[src/rtl/rsp_pkg.sv]
package rsp_pkg;
  localparam int unsigned RSP_MAG_W  = 14;
  localparam int unsigned RSP_SYNC_N = 2;
  localparam logic [2:0]  RSP_PIN_IDLE = 3'b010; // {mosi, cs_n, sck}
endpackage

[src/rtl/rsp_sync.sv]
module rsp_sync #(
  parameter int unsigned STAGES  = 2,
  parameter logic        RST_VAL = 1'b0
) (
  input  logic clk,
  input  logic rst_n,
  input  logic d_i,
  output logic q_o
);
  logic [STAGES-1:0] chain_q;

  always_ff @(posedge clk or negedge rst_n) begin
    if (!rst_n) chain_q <= {STAGES{RST_VAL}};
    else        chain_q <= {chain_q[STAGES-2:0], d_i};
  end

  assign q_o = chain_q[STAGES-1];
endmodule

[src/rtl/rsp_offset_sub.sv]
module rsp_offset_sub #(
  parameter int unsigned MAG_W = 14
) (
  input  logic [MAG_W-1:0] mag_i,
  input  logic             neg_i,
  input  logic             ovr_i,
  input  logic [MAG_W+1:0] ofs_i,
  output logic [MAG_W+1:0] word_o,
  output logic             sat_o
);
  localparam int unsigned W  = MAG_W + 2;
  localparam int unsigned DW = W + 1;
  localparam int HI_I = (1 << MAG_W) - 1;
  localparam logic signed [DW-1:0] HI = DW'(HI_I);
  localparam logic signed [DW-1:0] LO = DW'(-HI_I - 1);

  logic signed [DW-1:0] mag_s, val_s, dif_s, clip_s;

  assign mag_s = $signed({{(DW-MAG_W){1'b0}}, mag_i});
  assign val_s = neg_i ? -mag_s : mag_s;
  assign dif_s = val_s - $signed({ofs_i[W-1], ofs_i});

  always_comb begin
    sat_o  = 1'b0;
    clip_s = dif_s;
    if (dif_s > HI) begin
      clip_s = HI;
      sat_o  = 1'b1;
    end else if (dif_s < LO) begin
      clip_s = LO;
      sat_o  = 1'b1;
    end
  end

  assign word_o = {ovr_i | sat_o, clip_s[W-2:0]};
endmodule

[src/rtl/rsp_ofs_rx.sv]
module rsp_ofs_rx #(
  parameter int unsigned W = 16
) (
  input  logic         clk,
  input  logic         rst_n,
  input  logic         en_i,
  input  logic         rise_i,
  input  logic         bit_i,
  input  logic         frame_end_i,
  output logic [W-1:0] ofs_o
);
  localparam int unsigned CW = $clog2(W + 1);

  logic [W-1:0]  rx_q;
  logic [CW-1:0] cnt_q;
  logic [W-1:0]  ofs_q;

  always_ff @(posedge clk or negedge rst_n) begin
    if (!rst_n) begin
      rx_q  <= '0;
      cnt_q <= '0;
      ofs_q <= '0;
    end else if (frame_end_i) begin
      cnt_q <= '0;
    end else if (en_i && rise_i && (cnt_q < CW'(W))) begin
      rx_q  <= {bit_i, rx_q[W-1:1]};
      cnt_q <= cnt_q + 1'b1;
      if (cnt_q == CW'(W - 1)) ofs_q <= {bit_i, rx_q[W-1:1]};
    end
  end

  assign ofs_o = ofs_q;
endmodule

[src/rtl/adc_spi_readout.sv]
module adc_spi_readout
  import rsp_pkg::*;
#(
  parameter int unsigned MAG_W  = RSP_MAG_W,
  parameter int unsigned SYNC_N = RSP_SYNC_N
) (
  input  logic             clk,
  input  logic             rst_n,
  input  logic             res_valid,
  output logic             res_ready,
  input  logic [MAG_W-1:0] res_mag,
  input  logic             res_neg,
  input  logic             res_ovr,
  input  logic             spi_sck,
  input  logic             spi_cs_n,
  input  logic             spi_mosi,
  output logic             spi_miso,
  output logic             read_done
);
  localparam int unsigned W  = MAG_W + 2;
  localparam int unsigned CW = $clog2(W + 1);

  // pin synchronisers: index 0 sck, 1 cs_n, 2 mosi
  logic [2:0] pin_raw, pin_s;
  assign pin_raw = {spi_mosi, spi_cs_n, spi_sck};

  for (genvar g = 0; g < 3; g++) begin : g_sync
    rsp_sync #(.STAGES(SYNC_N), .RST_VAL(RSP_PIN_IDLE[g])) u_sync (
      .clk  (clk),
      .rst_n(rst_n),
      .d_i  (pin_raw[g]),
      .q_o  (pin_s[g])
    );
  end

  logic sck_d, cs_act, cs_act_d;
  logic sck_rise, sck_fall, cs_end;

  assign cs_act = ~pin_s[1];

  always_ff @(posedge clk or negedge rst_n) begin
    if (!rst_n) begin
      sck_d    <= 1'b0;
      cs_act_d <= 1'b0;
    end else begin
      sck_d    <= pin_s[0];
      cs_act_d <= cs_act;
    end
  end

  assign sck_rise = pin_s[0] & ~sck_d;
  assign sck_fall = ~pin_s[0] & sck_d;
  assign cs_end   = cs_act_d & ~cs_act;

  // offset correction
  logic [W-1:0] ofs_val, word_nx;
  logic         sat_nx;

  rsp_offset_sub #(.MAG_W(MAG_W)) u_sub (
    .mag_i (res_mag),
    .neg_i (res_neg),
    .ovr_i (res_ovr),
    .ofs_i (ofs_val),
    .word_o(word_nx),
    .sat_o (sat_nx)
  );

  // transmit path
  logic          loaded_q, done_q;
  logic [W-1:0]  shreg_q, held_q;
  logic [CW-1:0] bit_cnt_q;
  logic          res_fire;

  assign res_ready = ~loaded_q & ~cs_act;
  assign res_fire  = res_valid & res_ready;

  always_ff @(posedge clk or negedge rst_n) begin
    if (!rst_n) begin
      loaded_q  <= 1'b0;
      done_q    <= 1'b0;
      shreg_q   <= '0;
      held_q    <= '0;
      bit_cnt_q <= '0;
    end else begin
      done_q <= 1'b0;
      if (res_fire) begin
        shreg_q   <= word_nx;
        held_q    <= word_nx;
        loaded_q  <= 1'b1;
        bit_cnt_q <= '0;
      end else if (loaded_q) begin
        if (cs_end) begin
          shreg_q   <= held_q;
          bit_cnt_q <= '0;
        end else if (cs_act && sck_fall) begin
          shreg_q <= shreg_q >> 1;
          if (bit_cnt_q == CW'(W - 1)) begin
            loaded_q  <= 1'b0;
            done_q    <= 1'b1;
            bit_cnt_q <= '0;
          end else begin
            bit_cnt_q <= bit_cnt_q + 1'b1;
          end
        end
      end
    end
  end

  assign spi_miso  = loaded_q & shreg_q[0];
  assign read_done = done_q;

  // receive path for offset writes
  rsp_ofs_rx #(.W(W)) u_rx (
    .clk        (clk),
    .rst_n      (rst_n),
    .en_i       (cs_act & ~loaded_q),
    .rise_i     (sck_rise),
    .bit_i      (pin_s[2]),
    .frame_end_i(cs_end),
    .ofs_o      (ofs_val)
  );
endmodule

[config.mk]
export PLATFORM = sky130hd
export DESIGN_NAME = adc_spi_readout
export DESIGN_NICKNAME = d
export VERILOG_FILES = /design/src/rtl/rsp_pkg.sv /design/src/rtl/rsp_sync.sv /design/src/rtl/rsp_offset_sub.sv /design/src/rtl/rsp_ofs_rx.sv /design/src/rtl/adc_spi_readout.sv
export SDC_FILE = /design/constraint.sdc
export NUM_CORES = 1
export LEC_CHECK = 0
export ABC_AREA = 0
export BUFFER_PORTS_ARGS = -buffer_cell sky130_fd_sc_hd__buf_2
export CAP_MARGIN = 25
export CORE_MARGIN = 2
export CORE_UTILIZATION = 60
export CTS_CLUSTER_SIZE = 24
export DETAILED_ROUTE_END_ITERATION = 8
export PLACE_DENSITY = 0.75
export RECOVER_POWER = 50
export SLEW_MARGIN = 20
export SYNTH_ARGS = -nofsm -noshare
export SYNTH_HDL_FRONTEND = slang
export SYNTH_SLANG_ARGS = --single-unit
[constraint.sdc]
create_clock -name clk -period 3.5 [get_ports clk]
set_input_delay 0.525 -clock clk [delete_from_list [all_inputs] [get_ports clk]]
set_output_delay 0.525 -clock clk [all_outputs]
set_load 0.05 [all_outputs]
==> results.tsv, run 1 <==
metric	value	unit
sequential standard cell area	2080	um^2
Post-synth top cells	nand2_1, dfrtp_1, nand3_1, nor2_1, inv_1	
relative max-transition margin	-32.3	%
Worst VDD drop	0.000256	V
slew at the pin closest to its max-slew limit	1.98	ns
final weighted congestion in routability-driven placement	0.829	
Seq cells post-synth	83	
HPWL after DPL	7470	um
main flop type after synthesis	dfrtp_1	
initial core utilization	62.9	%
CP Max Fanout	7	
final non-filler cell area	5620	um^2
count of endpoints failing hold in the final timing report	0	
WL per Instance	15.6	um
layout overhead on the synthesized area	21.8	%
sequential area share after synthesis	45.1	%
port buffer count	24	
Netlist Area Pre-Place	4610	um^2
maximum clock path buffer count	2	
die width	91.7	um
final period utilization	104	%
share of synthesized registers carrying an async set or reset	100	%
crit path DAT	3.94	ns
status	finished, violations left	
path type of the worst setup path	in2reg	
failing checks	capacitance limit, slew limit, setup timing	
Placement Rows	31	
Worst Setup Start Kind	input pin	
time the worst path needs with I/O delays and setup	3.63	ns
antenna-violating nets left	0	
total track usage	27.4	%
clock slew seen by the registers of the worst setup and hold paths	0.09	ns
cell area after placement	5240	um^2
number of antenna violations at the first check in global routing	0	
DIE HEIGHT	91.7	um
main area contributors after synthesis	dfrtp_1, nand2_1, ha_1	
aggregate routed wire length	10900	um
highest clock frequency the design can meet	276	MHz
via count of the first global-routing pass	3918	
clock sink count	83	
cell at the root of the clock tree	clkbuf_8	
Clock Latency Late Sink	0.37	ns
setup total negative slack	-1.65	ns
CTS buffer count	9	
Core Region	7330	um^2
leakage power summed over all cells	2.70	nW
CTS tree	yes	
routed via count	3937	
setup slack of the critical path after layout	-0.128	ns
Synth top area share	44.0	%
number of I/O pins	25	
Maximum Capacitance Violations	1	
utilization after layout	76.7	%
Avg Synthesized Cell Area	8.84	um^2
count of flip-flops with a built-in enable after synthesis	0	
Detailed Routing Iterations Pass 1	4	
synthesized net count	565	
fraction of layout cells with a size suffix above 1	25.5	%
number of antenna repair diodes	0	
most instantiated library cell after synthesis	nand2_1	
critical path required time	3.81	ns
number of buffers added to fix hold violations after cts	0	
wire length of the first global-routing pass	18400	um
path type of the worst min-delay path	in2reg	
total number of yosys warnings	0	
post-DR vias/cell	5.62	
unique cell type count in the Yosys netlist	56	
setup violation total in the final timing report	24	
H-tree level count	3	
clk_skew	0.0111	ns
detailed router's first-iteration violation count	203	
area of the multi-input gates	2500	um^2
PwrDens	465	nW/um^2
Layout fillers	522	
pin count of the biggest net entering global routing	84	
unrepaired setup endpoints after global routing	yes	
Layout Nets	639	
number of DRC violations after detailed routing	0	
total gr overflow	0	
biggest area consumer among synthesized cells	dfrtp_1	
Mapped Cells	522	
die area	8400	um^2
crit path capture type	register	
max-slew violation count	84	
-- cells by family (layout without fill, tap and decap cells) --
family                   after synthesis  after routing  share of synthesized area [%]
AND/OR/NAND/NOR                      233            233                           22.3
AO/OA/AOI/OAI                         97             97                           14.0
flip-flops                            83             83                           45.1
buffers and inverters                 48            127                           4.15
XOR/XNOR                              24             24                           4.72
adder cells (fa/ha/maj)               21             21                           5.86
multiplexers                          16             16                           3.91
-- layout by cell type (no fill, tap or decap), drive strengths merged, types with 4 or more instances in the layout --
cell / Yosys / layout
and2: 4 / 4
nor4: 4 / 4
o211ai: 5 / 5
mux2: 16 / 16
a31oi: 14 / 14
nand2: 130 / 130
clkbuf: 18 / 12
xor2: 4 / 4
o21a: 4 / 4
xnor2: 20 / 20
dfrtp: 81 / 81
nand3: 32 / 32
a21o: 5 / 5
a21oi: 22 / 22
o21ai: 25 / 25
nor2: 32 / 32
nand2b: 6 / 6
ha: 20 / 20
o31ai: 6 / 6
buf: 4 / 83
inv: 26 / 27
-- routing by layer --
| layer | part of all wire, % | global-route usage (%) |
|---|---|---|
| met4 | 1.0 | 7.45 |
| met1 | 45 | 37.8 |
| met2 | 51 | 44.5 |
| met5 | 0 | 0 |
| met3 | 3.6 | 5.09 |
-- state kept, by name, indices dropped and copies added, names as in the netlist --
name                   cells
bit_cnt_q                  5
cs_act_d                   1
g_sync.u_sync.chain_q      6
held_q                    16
loaded_q                   1
read_done                  1
sck_d                      1
shreg_q                   16
u_rx.cnt_q                 5
u_rx.ofs_o                16
u_rx.rx_q                 15
-- path summary, 6_finish.rpt --
path	endpoint	slack [ns]	from	cells after the start
max	shreg_q[1]$_DFFE_PN0P_	-0.13	res_mag[1]	17
min	g_sync[1].u_sync.chain_q[0]$_DFF_PN1_	0.24	spi_cs_n	1
max reg2reg	shreg_q[1]$_DFFE_PN0P_	0.70	u_rx.ofs_o[0]$_DFFE_PN0P_	11
min reg2reg	g_sync[0].u_sync.chain_q[1]$_DFF_PN0_	0.36	g_sync[0].u_sync.chain_q[0]$_DFF_PN0_	0
max in group asynchronous	u_rx.rx_q[15]$_DFFE_PN0P_	1.64	rst_n	1
min in group asynchronous	held_q[13]$_DFFE_PN0P_	0.71	rst_n	1
-- critical path, cell delays in order --
cell	delay (ns)
buf_2	0.10
inv_2	0.06
nand2_2	0.06
or4_4	0.42
or2_4	0.29
o41ai_4	0.23
xnor2_1	0.16
ha_1	0.35
buf_6	0.11
nand4_1	0.20
buf_4	0.21
o31ai_2	0.31
xnor2_2	0.17
o31ai_4	0.27
buf_6	0.17
o21a_1	0.16
o22a_1	0.14
-- final cells by class --
class / count / area share (%)
timing repair buffer: 85 / 11.4
multi-input combinational: 391 / 44.4
inverter: 26 / 1.74
clock buffer: 10 / 2.27
tap: 99 / 2.20
clock inverter: 6 / 0.913
sequential: 83 / 37.0
-- what timing repair did --
action | 4_1_cts | 5_1_grt
setup buffers | 3 | 4
setup endpoints to repair | 24 | 30
pin swaps | 3 | 6
gates cloned | 0 | 2
resized for setup | 3 | 19
-- where the power goes --
group | leakage (nW) | internal (mW) | switching (mW)
clock network | 0.0806 | 0.265 | 0.375
registers | 1.07 | 1.14 | 0.113
logic | 1.55 | 0.326 | 0.397
total | 2.70 | 1.73 | 0.885
-- stage by stage --
step / cells / hold WS (ns) / setup slack (ns) / total power, mW
after CTS: 694 / 0.236 / -0.0161 / 2.59
after floorplan: 522 / 0.229 / -0.143 / 1.71
final: 700 / 0.240 / -0.128 / 2.62
after global routing: 700 / 0.232 / -0.270 / 2.77
after detailed placement: 675 / 0.340 / -0.489 / 1.95
after global placement: 675 / 0.332 / -0.374 / 1.91
(Power assumes the default switching activity.)
==> run 2: changes to the inputs <==
Clock period 3.5 ns to 3.6 ns, I/O delays scaled along.
==> results.tsv, run 2 (synthesis gave the netlist of run 1 again) <==
metric	value	unit	change
status	finished, violations left		
failing checks	capacitance limit, slew limit		
cell at the root of the clock tree	clkbuf_8		
HPWL after DPL	7190	um	-3.8%
wire length of the first global-routing pass	17300	um	-5.7%
crit path capture type	register		
path type of the worst min-delay path	in2reg		
routed via count	3941		+0.10%
total track usage	25.9	%	-1.5 points
layout overhead on the synthesized area	20.5	%	
antenna-violating nets left	0		unchanged
post-DR vias/cell	5.74		+2.1%
aggregate routed wire length	10600	um	-3.0%
max-slew violation count	84		unchanged
cell area after placement	5160	um^2	-1.5%
Detailed Routing Iterations Pass 1	5		+1
cells along the critical path	buf_2, or4_4, or3_4, o31ai_4, xnor2_1, ha_2, a21oi_2, buf_4, o21bai_1, a21oi_2, a31oi_1, or2_4, a21boi_2, buf_4, o21a_1, o22a_1		
WL per Instance	15.5	um	-1.1%
H-tree level count	3		unchanged
worst stage delay on the critical path	0.53	ns	+0.11 ns
count of cells along the worst register-to-register path	11		unchanged
Worst VDD drop	0.000307	V	+20%
Reg-to-Reg End	shreg_q[0]$_DFFE_PN0P_		
unrepaired setup endpoints after global routing	yes		
highest clock frequency the design can meet	278	MHz	
count of endpoints failing hold in the final timing report	0		unchanged
worst setup timing slack at the placement stage	-0.384	ns	+0.105 ns
setup violation total in the final timing report	0		-100%
critical path required time	3.86	ns	+0.05 ns
crit path DAT	3.85	ns	-0.09 ns
port buffer count	24		unchanged
PwrDens	468	nW/um^2	+0.65%
path type of the worst setup path	in2reg		
final non-filler cell area	5560	um^2	-1.1%
maximum clock path buffer count	2		unchanged
total gr overflow	0		unchanged
CTS tree	yes		
leakage power summed over all cells	2.64	nW	-2.3%
Placement Rows	31		unchanged
Core Region	7330	um^2	unchanged
slew at the pin closest to its max-slew limit	2.01	ns	+0.0209 ns
CTS buffer count	9		unchanged
number of I/O pins	25		unchanged
CP Max Fanout	5		-2
fraction of layout cells with a size suffix above 1	24.5	%	-0.93 points
Clock Latency Late Sink	0.36	ns	about the same
final std cells w/o fill	686		-2.0%
die width	91.7	um	unchanged
final weighted congestion in routability-driven placement	0.861		+3.8%
Power, Total	2.60	mW	-0.49%
placed insts	666		-1.3%
die area	8400	um^2	unchanged
utilization after layout	75.8	%	-0.87 points
WHS Endpoint	g_sync[1].u_sync.chain_q[0]$_DFF_PN1_		
DIE HEIGHT	91.7	um	unchanged
number of DRC violations after detailed routing	0		unchanged
highest-count cells in the layout ignoring fill and taps	nand2_1, dfrtp_1, buf_4		
setup slack of the critical path after layout	0.00828	ns	+0.136 ns
initial core utilization	62.9	%	unchanged
via count of the first global-routing pass	3684		-6.0%
clock sink count	83		unchanged
Reg2Reg Launch Point	u_rx.ofs_o[0]$_DFFE_PN0P_		
detailed router's first-iteration violation count	151		-26%
number of antenna violations at the first check in global routing	0		unchanged
start point of the worst min-delay path	spi_cs_n		
clk_skew	0.0138	ns	+0.00261 ns
final period utilization	99.8	%	
time the worst path needs with I/O delays and setup	3.59	ns	
number of antenna repair diodes	0		unchanged
clock slew seen by the registers of the worst setup and hold paths	0.10	ns	about the same
instance count along the most critical hold path	1		unchanged
Layout Nets	625		-2.2%
slack of the worst reg-to-reg path	0.85	ns	+0.15 ns
relative max-transition margin	-33.7	%	-1.4 points
Max stage delay cell, worst path	or4_4		
Maximum Capacitance Violations	1		unchanged
pin count of the biggest net entering global routing	84		unchanged
most common library cell in the layout ignoring fill and taps	nand2_1		
Worst Setup Start Kind	input pin		
[run 2: metrics by stage]
stage	TNS (ns)	hold WS (ns)
after global routing	-2.30	0.260
after global placement	-7.01	0.333
after detailed placement	-9.97	0.343
after floorplan	-0.668	0.244
after CTS	0	0.261
final	0	0.277
[run 2: repair_timing]
action                                  4_1_cts  5_1_grt
pin swaps                                     1       17
endpoints found under the setup margin        3       30
hold buffers                                  0        0
gates cloned                                  0        0
buffers inserted                              1        3
resized for setup                             0       35
[run 2: worst max-delay path, delay by kind of cell]
kind | cells | cell delay (ns)
AOI/OAI and AO/OA | 8 | 1.24
xor gates and xnor gates | 1 | 0.16
adders and majority gates | 1 | 0.34
buffers and inverters | 3 | 0.41
and+or+nand+nor | 3 | 1.16
[run 2: layout make-up]
type	instances	area, um^2
Tap cell	99	124
Fill cell	523	1780
Clock inverter	6	73.8
Clock buffer	10	128
Timing Repair Buffer	71	520
Multi-Input combinational cell	391	2530
Sequential cell	83	2080
Inverter	26	103
[run 2: per-layer routing]
metal / vias to the layer above / track usage [%] / part of all wire [%]
li1: 1914 / - / -
met1: 1911 / 36.6 / 44
met2: 106 / 42.2 / 50
met3: 10 / 3.20 / 4.2
met4: 0 / 7.70 / 1.1
met5: - / 0 / 0
[run 2: power breakdown]
group | leakage (nW) | switching, mW | total (mW) | internal, mW
registers | 1.07 | 0.106 | 1.21 | 1.11
logic | 1.48 | 0.383 | 0.690 | 0.306
clock network | 0.0950 | 0.370 | 0.700 | 0.330
[run 2: worst max-delay path by stage]
| stage | startpoint | cells after the start | slack (ns) | endpoint |
|---|---|---|---|---|
| after detailed placement | res_mag[6] | 15 | -0.38 | shreg_q[13]$_DFFE_PN0P_ |
| after CTS | res_mag[6] | 15 | 0.00001 | shreg_q[1]$_DFFE_PN0P_ |
| after global routing | res_mag[1] | 18 | -0.17 | shreg_q[0]$_DFFE_PN0P_ |
| final | res_mag[6] | 16 | 0.008 | shreg_q[0]$_DFFE_PN0P_ |
| after global placement | res_mag[4] | 15 | -0.28 | shreg_q[0]$_DFFE_PN0P_ |
| after floorplan | res_mag[4] | 14 | -0.06 | shreg_q[7]$_DFFE_PN0P_ |
